<file path="src/rtl/fw_entry_pkg.sv">
package fw_entry_pkg;
  localparam int CAUSE_W = 4;
  localparam int FUNC_W  = 8;

  typedef enum logic [CAUSE_W-1:0] {
    CAUSE_RESET   = 4'd0,
    CAUSE_MCHK    = 4'd1,
    CAUSE_IPI     = 4'd2,
    CAUSE_CLOCK   = 4'd3,
    CAUSE_DEVICE  = 4'd4,
    CAUSE_MMFAULT = 4'd5,
    CAUSE_UNALIGN = 4'd6,
    CAUSE_ILLOP   = 4'd7,
    CAUSE_ARITH   = 4'd8,
    CAUSE_FPOFF   = 4'd9,
    CAUSE_CALLFW  = 4'd10
  } cause_e;

  // strobes from control to datapath
  typedef struct packed {
    logic ldVector;   // defined cause: load vector, save address, set mode
    logic useCallFw;  // offset comes from the call-firmware tables
    logic badCause;   // unknown cause: pass current PC and mode through
  } strobes_t;
endpackage

</file>
<file path="src/rtl/fw_entry_ctrl.sv">
module fw_entry_ctrl
  import fw_entry_pkg::*;
(
  input  logic               clk,
  input  logic               rstN,
  input  logic               takeExc,
  input  logic [CAUSE_W-1:0] cause,
  output strobes_t           strobes,
  output logic               entryValid,
  output logic               entryErr
);
  logic knownCause;

  always_comb begin
    knownCause        = (cause <= CAUSE_CALLFW);
    strobes.ldVector  = takeExc && knownCause;
    strobes.useCallFw = (cause == CAUSE_CALLFW);
    strobes.badCause  = takeExc && !knownCause;
  end

  always_ff @(posedge clk) begin
    if (!rstN) begin
      entryValid <= 1'b0;
      entryErr   <= 1'b0;
    end else begin
      entryValid <= takeExc;
      entryErr   <= strobes.badCause;
    end
  end
endmodule

</file>
<file path="src/rtl/fw_entry_dp.sv">
module fw_entry_dp
  import fw_entry_pkg::*;
#(
  parameter int XLEN         = 64,
  parameter int VEC_SHIFT    = 7,
  parameter int SLOT_SHIFT   = 6,
  parameter int PRIV_TABLE   = 'h1000,
  parameter int UNPRIV_TABLE = 'h2000
) (
  input  logic               clk,
  input  logic               rstN,
  input  strobes_t           strobes,
  input  logic [CAUSE_W-1:0] cause,
  input  logic [FUNC_W-1:0]  funcCode,
  input  logic [XLEN-1:0]    curPc,
  input  logic               curPriv,
  input  logic [XLEN-1:0]    fwBase,
  output logic [XLEN-1:0]    newPc,
  output logic [XLEN-1:0]    savedAddr,
  output logic               privOut
);
  localparam int VEC_PAD  = XLEN - CAUSE_W - VEC_SHIFT;
  localparam int SLOT_PAD = XLEN - (FUNC_W - 1) - SLOT_SHIFT;

  logic [XLEN-1:0] fixedOff, slotOff, tableBase, callOff, offset;

  always_comb begin
    fixedOff  = {{VEC_PAD{1'b0}}, cause, {VEC_SHIFT{1'b0}}};
    slotOff   = {{SLOT_PAD{1'b0}}, funcCode[FUNC_W-2:0], {SLOT_SHIFT{1'b0}}};
    tableBase = funcCode[FUNC_W-1] ? XLEN'(UNPRIV_TABLE) : XLEN'(PRIV_TABLE);
    callOff   = tableBase + slotOff;
    offset    = strobes.useCallFw ? callOff : fixedOff;
  end

  always_ff @(posedge clk) begin
    if (!rstN) begin
      newPc     <= '0;
      savedAddr <= '0;
      privOut   <= 1'b1;
    end else if (strobes.ldVector) begin
      newPc     <= fwBase + offset;
      savedAddr <= {curPc[XLEN-1:1], curPc[0] | curPriv};
      privOut   <= 1'b1;
    end else if (strobes.badCause) begin
      newPc     <= curPc;
      privOut   <= curPriv;
    end
  end
endmodule

</file>
<file path="src/rtl/fw_entry_unit.sv">
module fw_entry_unit
  import fw_entry_pkg::*;
#(
  parameter int XLEN = 64
) (
  input  logic               clk,
  input  logic               rstN,
  input  logic               takeExc,
  input  logic [CAUSE_W-1:0] cause,
  input  logic [FUNC_W-1:0]  funcCode,
  input  logic [XLEN-1:0]    curPc,
  input  logic               curPriv,
  input  logic [XLEN-1:0]    fwBase,
  output logic [XLEN-1:0]    newPc,
  output logic [XLEN-1:0]    savedAddr,
  output logic               privOut,
  output logic               entryValid,
  output logic               entryErr
);
  strobes_t strobes;

  fw_entry_ctrl u_ctrl (
    .clk(clk), .rstN(rstN), .takeExc(takeExc), .cause(cause),
    .strobes(strobes), .entryValid(entryValid), .entryErr(entryErr)
  );

  fw_entry_dp #(.XLEN(XLEN)) u_dp (
    .clk(clk), .rstN(rstN), .strobes(strobes), .cause(cause),
    .funcCode(funcCode), .curPc(curPc), .curPriv(curPriv), .fwBase(fwBase),
    .newPc(newPc), .savedAddr(savedAddr), .privOut(privOut)
  );
endmodule

</file>
<file path="config.mk">
export PLATFORM = sky130hd
export DESIGN_NAME = fw_entry_unit
export DESIGN_NICKNAME = d
export VERILOG_FILES = /design/src/rtl/fw_entry_pkg.sv /design/src/rtl/fw_entry_ctrl.sv /design/src/rtl/fw_entry_dp.sv /design/src/rtl/fw_entry_unit.sv
export SDC_FILE = /design/constraint.sdc
export NUM_CORES = 1
export LEC_CHECK = 0
export CAP_MARGIN = 20
export CORE_MARGIN = 2
export CORE_UTILIZATION = 40
export DETAILED_ROUTE_END_ITERATION = 16
export PLACE_DENSITY = 0.78
export SLEW_MARGIN = 40
export SYNTH_ARGS = -nofsm -noshare
export SYNTH_HDL_FRONTEND = slang
export SYNTH_SLANG_ARGS = --single-unit
</file>
<file path="constraint.sdc">
create_clock -name clk -period 2.88 [get_ports clk]
set_input_delay 0.432 -clock clk [delete_from_list [all_inputs] [get_ports clk]]
set_output_delay 0.432 -clock clk [all_outputs]
set_load 0.005 [all_outputs]
</file>
-- Word level (Yosys, flattened, before mapping)
Cells that the tools add are included.
- muxes and demuxes: 4
- add/subtract/negate cells: 2
- $lt $le $gt $ge: 1
- equality and inequality tests: 1
- bitwise gates (word level): 2
- reduce and logical (&&, ||, !) cells: 5
- operator list (kind ; number):
    $mux W64 ; 3
    $add A64 B13 Y64 ; 1
    $add A64 B64 Y64 ; 1
    $mux W14 ; 1
    $eq A4 B4 Y1 const B ; 1
    $le A4 B4 Y1 const B ; 1
    $logic_and A1 B1 Y1 ; 2
    $reduce_bool A2 Y1 ; 1
    $reduce_or A2 Y1 ; 1
    $logic_not A1 Y1 ; 1
    $not A1 Y1 ; 1
    $or A1 B1 Y1 ; 1
- logic and storage cells: 20
- input port bits: 144
- flip-flop bits (word level): 131
- output and inout bits: 131

-- Depth between registers and ports, before layout
Gate-level depths: netlist of run 1.
- word-level depth: 5
- gate-level depth with buffers: 13
- mapped depth without buffers: 12

-- Hierarchy
From an unflattened synthesis of run 1, not the netlist that was laid out.
- cells, all modules: 759
- area, all modules: 6979.2 µm²
- by module, submodules not included (module ; cells an instance ; area each (µm²) ; seq. area each (µm²) ; instances):
    fw_entry_dp ; 751 ; 6892.9 ; 2582.5 ; 1
    fw_entry_ctrl ; 8 ; 86.3 ; 40.0 ; 1

-- Worst setup path after synthesis of run 1
OpenSTA, ideal clock, no wires.
- path kind: input-to-reg
- start: input port cause[3]
- end: register u_dp.newPc[28]
- data arrival time: 2930 ps
- setup slack: -172 ps
- required time: 2757 ps
- setup time: 123 ps
- cell stages on the path: 13
- path buffers: 1
- cell sequence: nand2_1 > nor3_1 > and2_1 > ha_1 > inv_1 > fa_1 > and2b_1 > o2111ai_1 > a2111oi_1 > buf_2 > o21ai_0 > a221oi_1 > nor2_1
- cells in the longest elaborated chain, start to end: 4
- elaborated cells between the ends (all ways): 9
- classes of those cells: add/sub: 1; order compare: 1; eq/ne: 1; mux: 2; reduce/logical: 4
- RTL lines (element ; RTL line ; source):
    start: declaration ; fw_entry_unit.sv:9 ; input logic [CAUSE_W-1:0] cause,
    $eq A4 B4 Y1 or $le A4 B4 Y1 (tied branches) ; fw_entry_ctrl.sv:17, fw_entry_ctrl.sv:15 ;
    $mux W64 or $logic_not A1 Y1 (tied branches) ; fw_entry_dp.sv:32, fw_entry_ctrl.sv:18 ;
    $add A64 B64 Y64 or $logic_and A1 B1 Y1 (tied branches) ; fw_entry_dp.sv:41, fw_entry_ctrl.sv:18 ;
    $mux W64 or $reduce_bool A2 Y1 (tied branches) ; -- ;
    end signal: assignment ; fw_entry_dp.sv:41 ; newPc <= fwBase + offset;
    end signal: assignment ; fw_entry_dp.sv:45 ; newPc <= curPc;
    end: declaration ; fw_entry_dp.sv:18 ; output logic [XLEN-1:0] newPc,
Parallel ways exist; a longest one is shown, timed or not.
A chain may end at the register's enable or synchronous reset.

-- Worst setup path after layout of run 1
- start: input port funcCode[7]
- end: register u_dp.newPc[61]
- cells in the longest elaborated chain, start to end: 5
- RTL lines (element ; RTL line ; source):
    start: declaration ; fw_entry_unit.sv:10 ; input logic [FUNC_W-1:0] funcCode,
    $mux W14 ; fw_entry_dp.sv:30 ; tableBase = funcCode[FUNC_W-1] ? XLEN'(UNPRIV_TABLE) : XLEN'(PRIV_TABLE);
    $add A64 B13 Y64 ; fw_entry_dp.sv:31 ; callOff = tableBase + slotOff;
    $mux W64 ; fw_entry_dp.sv:32 ; offset = strobes.useCallFw ? callOff : fixedOff;
    $add A64 B64 Y64 ; fw_entry_dp.sv:41 ;
    $mux W64 ; fw_entry_dp.sv:40 ; end else if (strobes.ldVector) begin
Every way passes these cells.

==> results of run 1 <==
state kept, by name, indices dropped and copies added (netlist names):
name,cells
u_ctrl.entryValid,1
u_dp.privOut,1
u_dp.savedAddr,64
u_dp.newPc,64
u_ctrl.entryErr,1
metal layers:
metal  vias to the layer above  wire [microns]  track usage, %
met5                         -               0               0
met3                        57            2150           5.145
met1                      3676           12140           40.06
met4                         0             976           11.46
met2                       374           12450           44.03
li1                       3815               -               -
worst max-delay path, delay by kind of cell:
family / cells / cell delay, ns
AOI/OAI and AO/OA: 1 / 0.11
buffers and inverters: 4 / 0.82
xor gates and xnor gates: 1 / 0.17
adders and majority gates: 2 / 0.43
and+or+nand+nor: 5 / 1.12
layout make-up:
type,count,area (sq um),area share (%)
inverter,16,61.31,0.5426
multi-input combinational,678,4244,37.56
tap,225,281.5,2.492
timing repair buffer,366,3492,30.91
clock inverter,11,126.4,1.118
clock buffer,21,470.5,4.164
sequential,131,2623,23.21
worst min path at each step:
stage,end,start
2_1_floorplan,u_dp.savedAddr[10],u_dp.savedAddr[10]
3_3_place_gp,u_dp.savedAddr[34],u_dp.savedAddr[34]
3_5_place_dp,u_dp.savedAddr[27],u_dp.savedAddr[27]
4_1_cts,u_dp.savedAddr[50],u_dp.savedAddr[50]
5_1_grt,u_dp.savedAddr[42],u_dp.savedAddr[42]
6_report,u_dp.savedAddr[5],u_dp.savedAddr[5]
power by group:
group / internal, mW / switching, mW / total, mW
combinational: 0.620 / 0.552 / 1.17
sequential: 1.93 / 0.0623 / 2.00
clock: 1.35 / 0.816 / 2.16
cell usage after synthesis (all sizes together) (2+ instances only):
cell type	n	area share, %
nand2	178	9.6
dfxtp	131	38
a21oi	85	6.1
clkbuf	51	2.8
a31oi	45	4.0
nor2	41	2.2
nor2b	39	3.5
o22ai	34	3.1
xnor2	26	3.3
o21ai	22	1.6
nor3	19	1.6
xor2	19	2.4
nand4	18	1.6
buf	17	1.3
nand3	17	1.5
inv	16	0.86
a21o	12	1.3
and2	11	0.99
ha	11	2.0
nor4	11	1.8
a311oi	10	1.3
o2111ai	10	1.3
and3	8	0.72
o221ai	8	1.0
nand2b	6	0.54
o21a	6	0.65
o211ai	5	0.54
or3	5	0.52
a2111oi	4	0.79
a211oi	4	0.43
or2	4	0.36
mux2i	3	0.43
nor3b	3	0.39
and4	2	0.25
nand4b	2	0.25
nor4b	2	0.43
cell families (layout without fill, tap and decap cells):
group	count (synthesis)	count (layout)	share of synthesized area (%)
AND/OR/NAND/NOR	369	369	26.58
buffers and inverters	84	414	4.899
flip-flops	131	131	37.62
XOR/XNOR	45	45	5.653
AO/OA/AOI/OAI	249	249	22.56
adder cells (fa/ha/maj)	12	12	2.261
multiplexers	3	3	0.4307
repair_timing:
item	CTS	global route
hold buffers	0	0
gates resized for setup	22	30
buffers inserted	2	0
pin swaps	10	17
gates cloned	0	0
endpoints found under the setup margin	45	33
through the flow:
| step | std cells | cell area (sq um) | setup slack [ns] | util (%) | hold WS, ns |
|---|---|---|---|---|---|
| after floorplan | 893 | 6994 | 0.03044 | - | 0.4527 |
| after global placement | 1414 | 10500 | -0.6720 | 61.13 | 0.4413 |
| after detailed placement | 1414 | 10500 | -0.7592 | 61.13 | 0.4466 |
| after CTS | 1448 | 11180 | 0.006903 | 65.07 | 0.4533 |
| after global routing | 1448 | 11300 | -0.02766 | 65.78 | 0.4683 |
| final | 1448 | 11300 | 0.07357 | 65.78 | 0.4512 |
==> run summary, run 1 <==
The flow ran to the end, and the final reports show no timing, DRC or antenna violations. The floorplan has 48 rows. Number of inserted diodes: 0. Detailed-route vias per instance: 5.471. The filler cells instantiated in the layout total 1498. The routed layout has 7922 vias.

The layout-stage area growth over the synthesis result is 62.06%, and the slew at the pin with the worst max-slew slack is 0.5427 ns. The routed design could run at a clock period as short as 2.806 ns. In this run the critical register-to-register path is launched from u_dp.newPc[34].

Synthesis produced a netlist whose cell count is 893. The data arrival time of the critical path was 3.08 ns; the mean instance size in the synthesized netlist was 7.807 sq um. The final layout contains 1366 nets. In this run the worst setup path terminates at u_dp.newPc[61].

The nature of the critical path endpoint was a flip-flop. TritonCTS built the clock tree. The detailed placer's ending HPWL is 21.19 mm, and the clock sink count is 131. Clock-pin slew was measured on the worst setup and hold paths at 0.06 ns.

The most critical setup path has its startpoint at funcCode[7]. For the number of global-route vias before repair, the log shows 7308. The total power consumption of the routed design was 5.331 mW; the die width was 136.0 microns. The final hold violation count came out at 0.

The placer congestion estimate was 0.9192; the number of enable flip-flop cells after synthesis was 0. Leaving out fill and tap cells, the most frequent cell in the layout is clkdlybuf4s50_1. In the synthesized netlist the dominant register cell turns out to be dfxtp_1. VDD sags by at most 0.0002835 V. The first routing iteration left 653 violations. Number of antenna violations at the first check in global routing: 0. The maximum fanout along the worst path is 11. The number of DRC violations after detailed routing came out at 0. The class of the tightest hold or removal check is flip-flop to flip-flop.

The worst register-to-register path has a depth of 4. The global-route wire length before repair is 40.71 mm. After detailed routing, the total wire length is 27.71 mm. The required time reported for the critical path endpoint was 3.15 ns. The run gives 275 as the number of top-level pins. Largest net degree at the start of global routing: 58. For this run the aggregate overflow at the end of global routing stands at 0. Launching element type of the critical path: an input pin.

The areal power density over the cells came out at 471.8 nW/um^2. Adding up every negative setup slack in the final design gives 0 ns. For this design the static power due to leakage is 4.188 nW. The tools report the reg-to-reg endpoint as u_dp.newPc[34]. Walking the worst path, the cells encountered are clkdlybuf4s50_1, inv_1, ha_1, and3_4, ha_4, nor2_1, or3_4, or2_4, buf_12, buf_4, nor4_4, xnor2_1, o22ai_1.

Dividing the detail-routed wire length by the instance count gives 19.14 microns. The timing-limited maximum frequency was 356.3 MHz. The post-route netlist has 14.96% of its cells at a drive strength greater than 1.

Die extent in y: 136.0 microns. In this run, synthesis produced a sequential element count of 131. Synthesis produced a netlist with a net count of 1049.

The worst hold path stage count was 2. Level count of the clock H-tree: 4. The tools report the clock tree root driver cell as clkbuf_16. Once the floorplan was initialized, standard cells occupied 40.59% of the core. The worst setup path is of the input pin to flip-flop kind. The tools report the clock network latency to the later pin of the worst-skew pair as 0.41 ns. Count of pins over their slew limit: 0. The run gives 28.78% as the aggregate global-route resource usage. The tools report the number of nets still failing antenna checks after routing as 0.

The logs give 0 ns for the final clock skew and 0 for the number of maximum-capacitance constraint violations. Setup violations remaining at the end of the flow were counted as 0. The region available for standard cell placement spans 17180 sq um. After synthesis, the netlist uses 62 different library cells.

The die covers 18500 sq um. Summing every instance area after synthesis gives 6972 sq um. Buffer depth of the longest clock path: 2. The share of flip-flops with an asynchronous set or reset was 0%; the count of buffers from port buffering was 274. The number of clock buffers added by TritonCTS is 17. In the layout the commonest cells are clkdlybuf4s50_1 (268), nand2_1 (175), dfxtp_1 (131). Sequential elements use 37.62% of the synthesized area. The largest individual stage delay along the critical path comes from the cell clkdlybuf4s50_1.

The peak per-stage delay on the critical path is 0.47 ns, and the number of warnings reported in the yosys synthesis log is 0. For the total iterations of the first detailed-routing run, the log shows 8. The run gives 63.82% as the worst slew margin relative to its limit. After layout, the worst path uses 97.45% of the clock period. The setup check on the worst reg-to-reg path leaves a slack of 1.90 ns.
(Power assumes the default switching activity.)
==> inputs of run 2 (changes only) <==
--- a/config.mk
+++ b/config.mk
@@ -5,8 +5,7 @@
 export SDC_FILE = /design/constraint.sdc
 export NUM_CORES = 1
 export LEC_CHECK = 0
-export CAP_MARGIN = 20
-export CORE_MARGIN = 2
+export CORE_MARGIN = 10
 export CORE_UTILIZATION = 40
 export DETAILED_ROUTE_END_ITERATION = 16
 export PLACE_DENSITY = 0.78
==> run 2 against run 1 <==
Effect of this change: global-route usage shrank 4.3 points; clock skew did not move; via count increased by 1.2%; largest cell class unchanged; highest routed layer unchanged.
==> run summary, run 2 (synthesis results as in run 1) <==
Walking the worst path, the cells encountered are clkdlybuf4s15_1, nor3_2, and2_1, ha_2, inv_2, fa_2, and2b_2, o2111ai_4, a2111oi_4, buf_4, buf_4, o211ai_1, xor2_1, buf_4, o22ai_1. The tools report the worst hold-check slack as 0.4527 ns (+0.001537 ns). Among the stages of the critical path, the cell type that occurs most often is buf_4. The areal power density over the cells was 473.1 nW/um^2 (+0.27%). The clock network latency to the later pin of the worst-skew pair is 0.42 ns (about the same), and the register clock-pin slew on the reported worst setup and hold paths is 0.06 ns (about the same).

For the level count of the clock H-tree, the log shows 4 (unchanged). The logs give 5.337 mW (+0.11%) for the total power consumption of the routed design and 48 (unchanged) for the total number of placement rows. Number of inserted diodes: 0 (unchanged). The average wire per cell in the routed design is 21.08 microns (+10%), and the total iterations of the first detailed-routing run is 6 (-2). Die width: 152.0 microns (+12%). On the critical path the largest part of the delay comes from buffers and inverters.

The leakage power summed over all cells is 4.120 nW (-1.6%). The tools report the via total after detailed routing as 8016 (+1.2%). The worst setup path is captured at a flip-flop. The shortest period the worst path allows is 2.806 ns (-0.0005398 ns). Final clock skew: 0 ns (unchanged). For the final hold violation count, the log shows 0 (unchanged). The number of DRC violations after detailed-routing iteration 0 is 848 (+30%), and the data arrival time of the critical path is 3.10 ns (+0.02 ns). The count of buffers from port buffering works out to 274 (unchanged).

CTS placed an instance of clkbuf_16 at the clock tree root. Routed wire length on met3: 2.335 mm (+8.6%). The final period utilization came out at 97.43% (about the same). Setup repair after global routing could not meet its margin everywhere. The number of global-route vias before repair was 7635 (+4.5%); the buffer and inverter count on the worst path was 5 (+1). Uppermost signal routing layer after detailed routing: met4. Number of maximum-capacitance constraint violations: 0 (unchanged). The fraction of final layout cells with drive strength greater than 1 was 14.40% (-0.56 points); the worst slew margin relative to its limit was 62.74% (-1.1 points).

The largest net degree at the start of global routing was 65 (+12%); the maximum fanout along the worst path was 5 (-6). The timing-limited maximum frequency came out at 356.4 MHz (about the same). The logs give 30.36 mm (+9.5%) for the sum of routed wire length over all layers and 24.51% (-4.3 points) for the aggregate global-route resource usage. The path type of the worst setup path was input pin to flip-flop. Sum of met2 wire segment lengths after detailed routing: 14.20 mm (+14%). The count of final setup violators was 0 (unchanged); the number of buffers added by the clock tree synthesis step was 17 (unchanged). The tools report the post-layout net count as 1358 (-0.59%).

TritonCTS built the clock tree. For the remaining global-route overflow, the log shows 0 (unchanged). The top cell types in the final layout, fill and taps aside, are clkdlybuf4s50_1 (268), nand2_1 (175), dfxtp_1 (131).

The flow ran to the end, and the final reports show no timing, DRC or antenna violations. The highest-delay cell along the critical path was fa_2. The most common library cell in the layout ignoring fill and taps was clkdlybuf4s50_1. For the number of antenna violations at the first check in global routing, the log shows 0 (unchanged). For the global-route wire length before repair, the log shows 45.40 mm (+12%).

The die extent in y is 152.0 microns (+12%), and the routed length on met1 is 12.79 mm (+5.3%). The clock sink count was 131 (unchanged). The slew at the pin with the worst max-slew slack was 0.5539 ns (+0.01121 ns); the detailed placer's ending HPWL was 23.35 mm (+10%). The logs give 0 (unchanged) for the count of pins over their slew limit and 275 (unchanged) for the number of top-level pins.

The tools report the launching element type of the critical path as an input pin. The core region area came out at 17180 sq um (unchanged). The tools report the buffer depth of the longest clock path as 2 (unchanged). The detailed-route vias per instance works out to 5.567 (+1.7%). The initial cell density of the core was 40.59% (unchanged).

The path class of the tightest hold or removal check is flip-flop to flip-flop. For the number of nets still failing antenna checks after routing, the log shows 0 (unchanged). Compared with the post-synthesis result, the final layout area differs by 61.81%. The number of DRC violations after detailed routing came out at 0 (unchanged). For the required time reported for the critical path endpoint, the log shows 3.18 ns (+0.03 ns). The largest registers in the layout are u_dp.newPc x64, u_dp.savedAddr x64. The die footprint came out at 23110 sq um (+25%). The peak ir drop on the vdd network is 0.0004116 V (+45%), and the placer congestion estimate is 0.9482 (+3.2%). The peak per-stage delay on the critical path was 0.34 ns (-0.13 ns).
[run 2: layer usage]
layer  vias to the layer above  GRT usage, %
met5                         -             0
met4                         0         10.18
met3                        67         6.125
met2                       386         38.89
met1                      3754         30.98
li1                       3809             -
[run 2: path summary, 6_finish.rpt]
path,start,slack (ns),endpoint,cells past startpoint
max reg2reg,u_dp.newPc[42],1.84,u_dp.newPc[42],3
min,u_dp.savedAddr[28],0.45,u_dp.savedAddr[28],2
min reg2reg,u_dp.savedAddr[28],0.45,u_dp.savedAddr[28],2
max,cause[0],0.07,u_dp.newPc[36],15
[run 2: worst reg2reg max path, delay by kind of cell (launching register included)]
family             cells  cell delay (ns)
AOI/OAI and AO/OA      2             0.43
DFF                    1             0.34
and+or+nand+nor        1             0.14
[run 2: area by class of cell]
cell class / instances / area, sq um
multi-input cells: 678 / 4262
repair buffers: 358 / 3466
flip-flops and latches: 131 / 2623
clock buffers: 20 / 456.7
fillers: 1494 / 5896
well taps: 225 / 281.5
inverters: 16 / 61.31
clock inverters: 12 / 131.4
[run 2: where the power goes]
part	switching [mW]	internal, mW
clock network	0.843	1.32
registers	0.0619	1.93
logic	0.560	0.620
[run 2: repair_timing]
action	4_1_cts	5_1_grt
gates resized for setup	22	29
endpoints found under the setup margin	45	27
pin swaps	11	13
hold buffers	0	0
buffers inserted	4	0
hold endpoints to repair	0	0
[run 2: per-stage QoR]
stage / instances / cell area, sq um / utilization [%] / setup slack (ns) / setup TNS (ns)
global route: 1440 / 11280 / 65.68 / -0.07949 / -0.4227
floorplan: 893 / 6994 / - / 0.03044 / 0
finish: 1440 / 11280 / 65.68 / 0.07411 / 0
global placement: 1404 / 10450 / 60.84 / -0.6736 / -25.62
CTS: 1440 / 11090 / 64.58 / 0.003607 / 0
detailed placement: 1404 / 10450 / 60.84 / -0.7338 / -28.28
==> inputs of run 3 (changes only) <==
--- a/config.mk
+++ b/config.mk
@@ -5,10 +5,12 @@
 export SDC_FILE = /design/constraint.sdc
 export NUM_CORES = 1
 export LEC_CHECK = 0
+export CAP_MARGIN = 5
 export CORE_MARGIN = 10
 export CORE_UTILIZATION = 40
 export DETAILED_ROUTE_END_ITERATION = 16
 export PLACE_DENSITY = 0.78
+export REMOVE_ABC_BUFFERS = 1
 export SLEW_MARGIN = 40
 export SYNTH_ARGS = -nofsm -noshare
 export SYNTH_HDL_FRONTEND = slang
==> run 3 against run 2 <==
Effect of this change: routed wire length fell by 5.2%; cell count grew 0.14%; register-to-register slack gained 0.06 ns; die area did not move; hold slack worse by 0.0016 ns; largest cell class unchanged.
==> run summary, run 3 (synthesis results as in run 1) <==
The top cell types in the final layout, fill and taps aside, are clkdlybuf4s50_1 (269), nand2_1 (175), dfxtp_1 (131). The maximum fanout along the worst path is 7 (+2). The number of buffers added to fix hold violations after cts is 0 (unchanged). The tools report the number of maximum-capacitance constraint violations as 0 (unchanged). TritonCTS built the clock tree. The run gives 17 (unchanged) as the number of buffers added by the clock tree synthesis step. The die extent in y was 152.0 microns (unchanged). The areal power density over the cells works out to 481.2 nW/um^2 (+1.7%).

The run gives 45.21 mm (-0.41%) as the global-route wire length before repair. The worst setup path is launched from an input pin. Via total after detailed routing: 7940 (-0.95%). The fraction of final layout cells with drive strength greater than 1 was 14.24% (-0.16 points); the level count of the clock H-tree was 4 (unchanged). Setup repair after global routing could not meet its margin everywhere. The logs give 104 (+60%) for the largest net degree at the start of global routing and 48 (unchanged) for the total number of placement rows. The tools report the leakage power summed over all cells as 4.158 nW (+0.92%).

The placer congestion estimate was 0.9121 (-3.8%). By startpoint and endpoint, the worst setup path is classified as input pin to flip-flop. For the placement-stage worst setup slack, the log shows -0.8455 ns (-0.1117 ns). The tools report the number of antenna violations at the first check in global routing as 2 (+2). The buffer depth of the longest clock path is 2 (unchanged), and the worst hold-check slack is 0.4511 ns (-0.001630 ns). The run gives 1492 (-0.13%) as the filler cell count. Most common library cell in the layout ignoring fill and taps: clkdlybuf4s50_1. The register clock-pin slew on the reported worst setup and hold paths is 0.06 ns (about the same). The average wire per cell in the routed design is 19.95 microns (-5.4%). The detailed-route vias per instance came out at 5.506 (-1.1%). The aggregate global-route resource usage came out at 23.86% (-0.65 points).

The run finished with clean final reports. Required time reported for the critical path endpoint: 3.16 ns (-0.02 ns). The data arrival time of the critical path is 3.08 ns (-0.02 ns).

The run gives 5 (-1) as the total iterations of the first detailed-routing run. The number of nets still failing antenna checks after routing was 0 (unchanged); the number of DRC violations after detailed routing was 0 (unchanged). The shortest period the worst path allows is 2.799 ns (-0.006611 ns). The clock sink count was 131 (unchanged); the count of placed standard cells in the final layout, fillers left out was 1442 (+0.14%). In the final layout, the registers with the most flip-flops are u_dp.newPc x64, u_dp.savedAddr x64. The final hold violation count was 0 (unchanged); the clock network latency to the later pin of the worst-skew pair was 0.43 ns (about the same). For the final clock skew, the log shows 0 ns (unchanged). The logs give 275 (unchanged) for the number of top-level pins and 1405 (+0.071%) for the cell count after placement.

The initial cell density of the core is 40.59% (unchanged), and the die width is 152.0 microns (unchanged). The count of buffers from port buffering is 274 (unchanged), and the layout-stage area growth over the synthesis result is 61.27%. The tools report the clock tree root driver cell as clkbuf_16. The summed negative setup slack over all endpoints was 0 ns (unchanged). The count of pins over their slew limit is 0 (unchanged), and the peak ir drop on the vdd network is 0.0004156 V (+0.99%).

The tools report the count of final setup violators as 0 (unchanged). The tools report the nature of the critical path endpoint as a flip-flop. The logs give 62.53% (-0.21 points) for the worst slew margin relative to its limit and 17180 sq um (unchanged) for the core region area. The number of DRC violations after detailed-routing iteration 0 is 539 (-36%). The slew at the pin with the worst max-slew slack was 0.5621 ns (+0.008211 ns); the detailed placer's ending HPWL was 21.49 mm (-8.0%).

The post-layout net count is 1358 (unchanged), and the final period utilization is 97.20% (-0.23 points). The least setup slack across all paths after layout was 0.08072 ns (+0.006611 ns); the die footprint was 23110 sq um (unchanged). The timing-limited maximum frequency was 357.2 MHz (+0.24%); the number of global-route vias before repair was 8020 (+5.0%).

The path class of the tightest hold or removal check is flip-flop to flip-flop. The sum of routed wire length over all layers was 28.77 mm (-5.2%). The remaining global-route overflow is 0 (unchanged).
-- run 3: changes by cell type in the layout (fill, tap and decap cells not counted), moves of 3 or more --
cell and delta:
clkbuf_2 +4, buf_12 -5, buf_4 +3, buf_2 -3
-- run 3: critical path, stage by stage --
cell and delay, ns:
clkdlybuf4s50_1 0.46, and2_4 0.13, ha_2 0.16, inv_1 0.06, fa_2 0.33, and2b_2 0.25, o2111ai_4 0.15, a2111oi_4 0.39
buf_6 0.19, buf_6 0.11, o211ai_1 0.11, xor2_1 0.22, o22ai_1 0.10
-- run 3: final cells by class --
type	count	area, sq um	share of cell area (%)
Antenna cell	2	5.005	0.04451
Clock buffer	20	456.7	4.062
Sequential cell	131	2623	23.33
Tap cell	225	281.5	2.504
Clock inverter	12	156.4	1.391
Inverter	16	62.56	0.5564
Multi-Input combinational cell	678	4252	37.81
Timing Repair Buffer	358	3407	30.30
-- run 3: repair_timing --
item                                    4_1_cts  5_1_grt
endpoints found under the setup margin       50       43
resized for setup                            20       32
buffers inserted                              3        0
pin swaps                                     5       17
endpoints found under the hold margin         0        0
-- run 3: power breakdown --
part / total [mW] / switching [mW] / internal [mW]
Sequential: 1.99 / 0.0586 / 1.93
Combinational: 1.15 / 0.530 / 0.618
Clock: 2.27 / 0.863 / 1.41
Total: 5.41 / 1.45 / 3.96
-- run 3: metal layers --
metal	vias up	routed length, microns	GRT usage, %
li1	3810	-	-
met1	3791	11930	28.48
met4	0	593	8.024
met3	42	2169	7.169
met2	297	14080	39.90
met5	-	0	0
-- run 3: metrics by stage --
| step | util (%) | area [sq um] | power [mW] |
|---|---|---|---|
| 5_1_grt | 65.46 | 11240 | 5.617 |
| 6_report | 65.46 | 11240 | 5.411 |
| 4_1_cts | 64.79 | 11130 | 5.410 |
| 2_1_floorplan | - | 6690 | 2.406 |
| 3_3_place_gp | 60.47 | 10390 | 3.119 |
| 3_5_place_dp | 60.47 | 10390 | 3.140 |
-- run 3: path summary, 6_finish.rpt --
kind	startpoint	to	slack, ns	depth (start not counted)
worst max-delay path	funcCode[0]	u_dp.newPc[36]	0.08	13
worst min-delay path	u_dp.savedAddr[24]	u_dp.savedAddr[24]	0.45	2
worst max register to register	u_dp.newPc[29]	u_dp.newPc[29]	1.90	3
worst min register to register	u_dp.savedAddr[24]	u_dp.savedAddr[24]	0.45	2
